<file path="src/rtl/ckrs_pkg.sv">
package ckrs_pkg;
  localparam int unsigned REG_W = 32;

  typedef enum logic [0:0] {
    KIND_RST  = 1'b0,
    KIND_STOP = 1'b1
  } reg_kind_e;

  // Byte offset of the base address of register r (reset group first, then stop group)
  function automatic int unsigned reg_base(input int unsigned r, input int unsigned banks,
                                           input int unsigned rst_base, input int unsigned stop_base,
                                           input int unsigned stride);
    if (r < banks) return rst_base + r * stride;
    return stop_base + (r - banks) * stride;
  endfunction
endpackage

</file>
<file path="src/rtl/ckrs_addr_decode.sv">
module ckrs_addr_decode
  import ckrs_pkg::*;
#(
  parameter int unsigned ADDR_W    = 12,
  parameter int unsigned BANKS     = 2,
  parameter int unsigned NREG      = 2 * BANKS,
  parameter int unsigned RST_BASE  = 32'h040,
  parameter int unsigned STOP_BASE = 32'h080,
  parameter int unsigned STRIDE    = 32'h010,
  parameter int unsigned CLR_OFS   = 32'h004
) (
  input  logic [ADDR_W-1:0] addr,
  output logic [NREG-1:0]   set_sel,
  output logic [NREG-1:0]   clr_sel,
  output logic              hit
);
  for (genvar r = 0; r < NREG; r++) begin : g_dec
    localparam int unsigned BASE = reg_base(r, BANKS, RST_BASE, STOP_BASE, STRIDE);
    assign set_sel[r] = (addr == ADDR_W'(BASE));
    assign clr_sel[r] = (addr == ADDR_W'(BASE + CLR_OFS));
  end

  assign hit = |{set_sel, clr_sel};
endmodule

</file>
<file path="src/rtl/ckrs_bank.sv">
module ckrs_bank
  import ckrs_pkg::*;
#(
  parameter int unsigned        W         = REG_W,
  parameter logic [W-1:0]       RESET_VAL = '1
) (
  input  logic         clk,
  input  logic         rst_n,
  input  logic         set_en,
  input  logic         clr_en,
  input  logic [W-1:0] wdata,
  output logic [W-1:0] q
);
  logic         ld_en;
  logic [W-1:0] q_nxt;

  always_comb begin
    ld_en = set_en | clr_en;
    q_nxt = q;
    if (set_en)      q_nxt = q | wdata;
    else if (clr_en) q_nxt = q & ~wdata;
  end

  always_ff @(posedge clk or negedge rst_n) begin
    if (!rst_n)     q <= RESET_VAL;
    else if (ld_en) q <= q_nxt;
  end
endmodule

</file>
<file path="src/rtl/ckrs_ctrl_bank.sv">
module ckrs_ctrl_bank
  import ckrs_pkg::*;
#(
  parameter int unsigned ADDR_W     = 12,
  parameter int unsigned LINES      = 64,
  parameter int unsigned RST_BASE   = 32'h040,
  parameter int unsigned STOP_BASE  = 32'h080,
  parameter int unsigned STRIDE     = 32'h010,
  parameter int unsigned CLR_OFS    = 32'h004,
  parameter int unsigned INV_LINE   = 14,
  parameter int unsigned DIV13_LINE = 31
) (
  input  logic              clk,
  input  logic              rst_n,
  input  logic              bus_valid,
  input  logic              bus_write,
  input  logic [ADDR_W-1:0] bus_addr,
  input  logic [REG_W-1:0]  bus_wdata,
  output logic              bus_rvalid,
  output logic [REG_W-1:0]  bus_rdata,
  output logic [LINES-1:0]  periph_rst,
  output logic [LINES-1:0]  periph_clk_en,
  output logic              uart_slow_sel
);
  localparam int unsigned BANKS    = LINES / REG_W;
  localparam int unsigned NREG     = 2 * BANKS;
  localparam int unsigned INV_BANK = INV_LINE / REG_W;
  localparam logic [LINES-1:0] INV_MASK = LINES'(1) << INV_LINE;

  logic [NREG-1:0]  set_sel, clr_sel;
  logic             addr_hit;
  logic             wr_req, rd_req;
  logic [REG_W-1:0] q [NREG];
  logic [LINES-1:0] stop_flat;
  logic [REG_W-1:0] rd_mux;
  logic             rvalid_nxt;

  assign wr_req = bus_valid & bus_write;
  assign rd_req = bus_valid & ~bus_write;

  ckrs_addr_decode #(
    .ADDR_W(ADDR_W), .BANKS(BANKS), .NREG(NREG), .RST_BASE(RST_BASE),
    .STOP_BASE(STOP_BASE), .STRIDE(STRIDE), .CLR_OFS(CLR_OFS)
  ) u_dec (
    .addr(bus_addr), .set_sel(set_sel), .clr_sel(clr_sel), .hit(addr_hit)
  );

  for (genvar r = 0; r < NREG; r++) begin : g_reg
    localparam bit IS_INV_BANK = (r >= BANKS) && ((r - BANKS) == INV_BANK);
    localparam logic [REG_W-1:0] RV =
      IS_INV_BANK ? ~(REG_W'(1) << (INV_LINE % REG_W)) : '1;
    ckrs_bank #(.W(REG_W), .RESET_VAL(RV)) u_bank (
      .clk(clk), .rst_n(rst_n),
      .set_en(wr_req & set_sel[r]), .clr_en(wr_req & clr_sel[r]),
      .wdata(bus_wdata), .q(q[r])
    );
  end

  for (genvar b = 0; b < BANKS; b++) begin : g_flat
    assign periph_rst[b*REG_W +: REG_W] = q[b];
    assign stop_flat[b*REG_W +: REG_W]  = q[BANKS + b];
  end

  // Stop bits disable their clock; the inverted line enables on a set bit
  assign periph_clk_en = ~stop_flat ^ INV_MASK;
  assign uart_slow_sel = stop_flat[DIV13_LINE];

  always_comb begin
    rd_mux = '0;
    for (int r = 0; r < int'(NREG); r++) begin
      if (set_sel[r] | clr_sel[r]) rd_mux = rd_mux | q[r];
    end
  end

  assign rvalid_nxt = rd_req;

  always_ff @(posedge clk or negedge rst_n) begin
    if (!rst_n) bus_rvalid <= 1'b0;
    else        bus_rvalid <= rvalid_nxt;
  end

  always_ff @(posedge clk or negedge rst_n) begin
    if (!rst_n)      bus_rdata <= '0;
    else if (rd_req) bus_rdata <= rd_mux;
  end

  // bits written to the first reset register's set address are 1 afterwards
  a_r2_set_sticks: assert property (@(posedge clk) disable iff (!rst_n)
    (wr_req && bus_addr == ADDR_W'(RST_BASE)) |=>
      ((periph_rst[REG_W-1:0] & $past(bus_wdata)) == $past(bus_wdata)));

  // bits written to the clear alias are 0 afterwards
  a_r3_clear_sticks: assert property (@(posedge clk) disable iff (!rst_n)
    (wr_req && bus_addr == ADDR_W'(RST_BASE + CLR_OFS)) |=>
      ((periph_rst[REG_W-1:0] & $past(bus_wdata)) == '0));

  // setting the inverted line's stop bit turns its clock on
  a_r6_inv_line_on: assert property (@(posedge clk) disable iff (!rst_n)
    (wr_req && bus_addr == ADDR_W'(STOP_BASE + INV_BANK * STRIDE)
     && bus_wdata[INV_LINE % REG_W]) |=> periph_clk_en[INV_LINE]);

  // every read request is answered on the next cycle, and only then
  a_r8_rvalid_follows: assert property (@(posedge clk) disable iff (!rst_n)
    rd_req |=> bus_rvalid);
  a_r8_rvalid_only: assert property (@(posedge clk) disable iff (!rst_n)
    !rd_req |=> !bus_rvalid);

  // no mapped write means no output change
  a_r9_outputs_hold: assert property (@(posedge clk) disable iff (!rst_n)
    !(wr_req && addr_hit) |=>
      ($stable(periph_rst) && $stable(periph_clk_en) && $stable(uart_slow_sel)));

  // unmapped reads return zero
  a_r9_unmapped_zero: assert property (@(posedge clk) disable iff (!rst_n)
    (rd_req && !addr_hit) |=> (bus_rdata == '0));
endmodule

</file>
<file path="config.mk">
export PLATFORM = sky130hd
export DESIGN_NAME = ckrs_ctrl_bank
export DESIGN_NICKNAME = d
export VERILOG_FILES = /design/src/rtl/ckrs_pkg.sv /design/src/rtl/ckrs_addr_decode.sv /design/src/rtl/ckrs_bank.sv /design/src/rtl/ckrs_ctrl_bank.sv
export SDC_FILE = /design/constraint.sdc
export NUM_CORES = 1
export LEC_CHECK = 0
export BUFFER_PORTS_ARGS = -buffer_cell sky130_fd_sc_hd__buf_2
export CAP_MARGIN = 20
export CORE_UTILIZATION = 55
export CTS_CLUSTER_SIZE = 40
export DETAILED_ROUTE_END_ITERATION = 12
export GPL_TIMING_DRIVEN = 0
export HOLD_SLACK_MARGIN = 0.12
export PLACE_DENSITY = 0.83
export SLEW_MARGIN = 20
export SYNTH_ARGS = -nofsm -noshare
export SYNTH_HDL_FRONTEND = slang
export SYNTH_SLANG_ARGS = --single-unit
</file>
<file path="constraint.sdc">
create_clock -name clk -period 3.3 [get_ports clk]
set_input_delay 0.99 -clock clk [delete_from_list [all_inputs] [get_ports clk]]
set_output_delay 0.99 -clock clk [all_outputs]
set_load 0.005 [all_outputs]
</file>
## Word level (Yosys, flattened, before mapping)

Cells that the tools add are included.

- Equality and inequality tests: 8
- Bitwise logic cells: 33
- Reductions and logical operators: 8
- Multiplexer cells: 12

Operators with widths:

| cell | number |
|---|---|
| 32-bit 2-to-1 mux | 12 |
| 32-bit OR | 7 |
| 32-bit bitwise AND | 4 |
| 64-bit NOT | 1 |
| 12-bit by 7-bit == test with 1-bit output (second input constant) | 4 |
| 12-bit by 8-bit == test with 1-bit output (second input constant) | 4 |
| 32-bit NOT | 1 |
| 1-bit bitwise AND | 10 |
| 1-bit OR | 8 |
| 2-bit AND reduction | 4 |
| 2-bit nonzero test | 4 |
| 1-bit NOT | 2 |

- Bits of input ports: 48
- Bits in registers: 161
- Logic and storage cells: 67
- Output and inout bits: 162

## Depth between registers and ports, before layout

- Depth after elaboration: 9
- Mapped depth: 8
- Mapped depth without buffers: 5

## Cells and area by module

From an unflattened synthesis, not the netlist that was laid out.

- Cells, all modules: 687
- Area total of the unflattened synthesis: 7473.4 um^2

By module, submodules not included:

| module | area each (um^2) | cells each | sequential area each (um^2) | instances |
|---|---|---|---|---|
| ckrs_bank at g_reg[0].u_bank ... | 1290.0 | 102 | 840.8 | 3 |
| ckrs_ctrl_bank | 2179.6 | 260 | 825.8 | 1 |
| ckrs_bank at g_reg[2].u_bank | 1288.7 | 102 | 839.6 | 1 |
| ckrs_addr_decode | 135.1 | 19 | 0.0 | 1 |

## Least setup slack after synthesis

Ideal clock, no wire load.

- Kind: input-to-reg
- Start: in bus_addr[4]
- End: reg bus_rdata[13]
- Stages: 8
- Setup time: 0.126 ns
- Data required time: 3.174 ns
- Buffers on the path: 4
- Arrival: 2.283 ns
- Setup slack: 0.891 ns
- Path through: buf_4 nor4bb_2 buf_6 and3_1 buf_6 and2_4 buf_6 a221o_1

- Word-level cells in the longest chain between the ends: 9
- Elaborated cells between the ends (all ways): 19
- Classes of those cells: eq/ne: 8; mux: 4; bitwise: 7

Ends and longest elaborated chain:

| item | RTL line | RTL |
|---|---|---|
| start, declared | ckrs_ctrl_bank.sv:17 | `input logic [ADDR_W-1:0] bus_addr,` |
| 12-bit by 7-bit == test with 1-bit output (on tied branches) | ckrs_addr_decode.sv:19, ckrs_addr_decode.sv:20 |  |
| 1-bit OR | ckrs_ctrl_bank.sv:71 | `if (set_sel[r] \| clr_sel[r]) rd_mux = rd_mux \| q[r];` |
| 32-bit 2-to-1 mux | ckrs_ctrl_bank.sv:71 |  |
| 32-bit OR | ckrs_ctrl_bank.sv:71 |  |
| 32-bit 2-to-1 mux | ckrs_ctrl_bank.sv:71 |  |
| 32-bit OR | ckrs_ctrl_bank.sv:71 |  |
| 32-bit 2-to-1 mux | ckrs_ctrl_bank.sv:71 |  |
| 32-bit OR | ckrs_ctrl_bank.sv:71 |  |
| 32-bit 2-to-1 mux (*) | ckrs_ctrl_bank.sv:71 |  |
| end signal, assigned | ckrs_ctrl_bank.sv:84 | `else if (rd_req) bus_rdata <= rd_mux;` |
| end, declared | ckrs_ctrl_bank.sv:20 | `output logic [REG_W-1:0] bus_rdata,` |

Every way passes the cells marked *; elsewhere a longest branch is shown, timed or not.
A chain may end at the register's enable or synchronous reset.

## Final worst setup path

- Start: in bus_addr[7]
- End: reg bus_rdata[21]

The elaborated chain is that of the path after synthesis.

==> out/qor.csv <==
stage,metric,value,unit
run_status,outcome,"finished, final reports clean",
power,sw_frac_of_total,24.66,%
synth,yosysWarnings,0,
detailed_routing,wirelength,26830,um
die,die_h,123.3,um
synth,syn_inst,783,
cts,numCtsBuffers,17,
grt,grt_pass1_vias,7172,
timing,finalSetupViolations,0,
die,core-area,14100,sq um
setup_path,path_class,in2reg,
cts,cts_sinks,161,
timing,tns,0,ps
detailed_routing,wl_per_cell,22.31,um
die,die-area,15200,sq um
die,die_w,123.3,um
synth,synth_fa_ha_area_share,0,%
detailed_routing,ant_nets,0,
synth,async_reset_ff_share,100.0,%
grt,grt_pass1_wl,39970,um
timing,fmax,379.2,MHz
setup_path,cp-end-kind,flip-flop,
die,start_util,57.41,%
setup_path,critPathMaxFanout,10,
placement,gp_congestion,0.8416,
synth,ys_types,33,
setup_path,required,3680,ps
timing,relSlewSlack,36.66,%
grt,grt-ovfl-total,0,
power,vdd_drop_max,0.3300,mV
synth,yosys.area_share.simple,12.63,%
placement,placed_cells_incl_taps,1171,
power,power_density,427.5,nW/um^2
finish,stdcell_count,1203,
power,combPwrFrac,6.5,%
timing,rsz0062_at_grt,no,
power,power_switching,1052,uW
finish,mostFrequentLayoutCells,"buf_2, nand3_1, inv_1, mux2i_1, dfstp_2",
finish,mostFrequentLayoutCell,buf_2,
detailed_routing,dr.first_iter.drc_count,691,
detailed_routing,dr.pass1.iters,5,
die,io_pins,210,
synth,synthMuxAreaShare,17.90,%
synth,synth_nets,831,
finish,utilization,70.81,%
detailed_routing,viasPerCell,6.032,
finish,drive_gt1_share,40.18,%
cts,clkTransAtPathRegs,60,ps
synth,synth_top_family_by_area,multiplexers,
synth,synth_xor_area_share,0,%
run,maxCapViolations,0,
synth,postSynthAreaPerCell,10.34,sq um
synth,synth_edf_count,0,
setup_path,cp-startpoint,bus_addr[7],
timing,min_period_over_period,79.92,%
finish,diodes,0,
detailed_routing,vias,7256,
cts,h-tree-depth,4,
timing,finalHoldViolations,0,
grt,antenna_found_initial,1,
timing,worst_pin_slew,950.2,ps
cts,cts_resized,0,
timing,fin_skew,7.567,ps
synth,ys_ff_latch,161,
cts,clock_tree.root_cell,clkbuf_16,
power,seqPwrFrac,46.8,%
grt,grt_max_degree,85,
cts,cts.hold.buffers_added,0,
setup_path,rrSetupSlack,2000,ps
grt,grt_util_all_layers,36.60,%
power,p_leak,0.006031,uW
cts,postCtsSetupRepairBufs,0,
synth,syn_area,8093,sq um
finish,area_delta_synth_final,23.33,%
synth,yosysSeqAreaShare,51.75,%
synth,synth_compound_area_share,7.607,%
placement,portBuffers,207,
timing,layout_min_cycle_time,2637,ps
timing,whs,477.2,ps
cts,cts_tree,yes,
finish,nNetsFinal,1058,
timing,finalMaxSlewViolations,0,
setup_path,worstReg2RegEnd,bus_rdata[21],
setup_path,crit_end,bus_rdata[21],
detailed_routing,drc_errors,0,
setup_path,ff2ff_path_depth,4,
cts,cts_buffer_depth,2,
worst_hold_path,hp-class,reg2reg,
setup_path,cp-start-kind,primary input,
placement,dp_hpwl,17570,um
setup_path,cp.arrival,3020,ps
power,power_frac_clock,46.7,%
cts,clk_latency,450,ps
power,p_int,3215,uW
synth,synth_ff_type,dfstp_2,
die,rows,43,
synth_stat cells, types with 2 or more instances:
| cell type | n | area share (%) |
|---|---|---|
| nand3_1 | 144 | 8.9 |
| inv_1 | 130 | 6.0 |
| mux2i_1 | 129 | 16 |
| dfstp_2 | 127 | 41 |
| clkbuf_1 | 38 | 1.8 |
| dfrtp_1 | 34 | 11 |
| nand2_1 | 25 | 1.2 |
| a22oi_1 | 23 | 2.1 |
| nor2_1 | 17 | 0.79 |
| a221o_1 | 16 | 2.0 |
| buf_2 | 15 | 0.93 |
| o211ai_1 | 15 | 1.4 |
| mux2_2 | 14 | 1.9 |
| a21oi_1 | 10 | 0.62 |
| a22o_1 | 8 | 0.87 |
| o21ai_0 | 7 | 0.43 |
| buf_6 | 6 | 0.83 |
| buf_1 | 4 | 0.19 |
| buf_4 | 4 | 0.37 |
| and3_1 | 3 | 0.23 |
| nor4b_1 | 2 | 0.22 |
cells by family after synthesis:
family          after synthesis
buf+inv                     197
flops                       161
compound gates               81
mux                         143
simple gates                201
power groups by stage:
stage	Combinational (uW)	Clock, uW	Sequential, uW
floorplan	107	0	2030
global placement	263	0	2020
detailed placement	270	0	2030
CTS	272	1990	2000
global route	294	2080	2000
finish	277	1990	2000
metal layers:
layer  wire length, um  up-vias  track usage (%)
met2             13010      490            58.94
met5                10        -                0
li1                  -     3115                -
met1             10260     3564            46.75
met4               948        2            17.55
met3              2598       85            8.303
critical path, cell delays in order:
cell	delay (ps)
buf_2	150
nor4b_4	640
clkbuf_1	700
a22oi_1	220
nor2_1	180
a221o_1	130
per-stage QoR:
step / worst slack [ps] / area (sq um) / power [uW]
6_report: 662.5 / 9981 / 4267
5_1_grt: 690.7 / 9981 / 4367
4_1_cts: 770.5 / 9981 / 4259
3_5_place_dp: 380.4 / 9392 / 2295
3_3_place_gp: -1139 / 9354 / 2287
2_1_floorplan: 890.5 / 8093 / 2132
worst min-delay path by stage:
stage,cells past startpoint,slack (ps),startpoint,end
CTS,2,480,flip-flop,flip-flop
finish,2,480,flip-flop,flip-flop
floorplan,2,460,flip-flop,flip-flop
detailed placement,2,470,flip-flop,flip-flop
global route,2,500,flip-flop,flip-flop
global placement,2,460,flip-flop,flip-flop
layout make-up:
type | instances | area (sq um)
Buffer | 67 | 330.3
Inverter | 130 | 488.0
Fill cell | 1072 | 4115
Multi-Input combinational cell | 425 | 3087
Sequential cell | 161 | 4188
Clock inverter | 13 | 136.4
Timing Repair Buffer | 208 | 1074
Tap cell | 180 | 225.2
Clock buffer | 19 | 452.9
(Power assumes the default switching activity.)
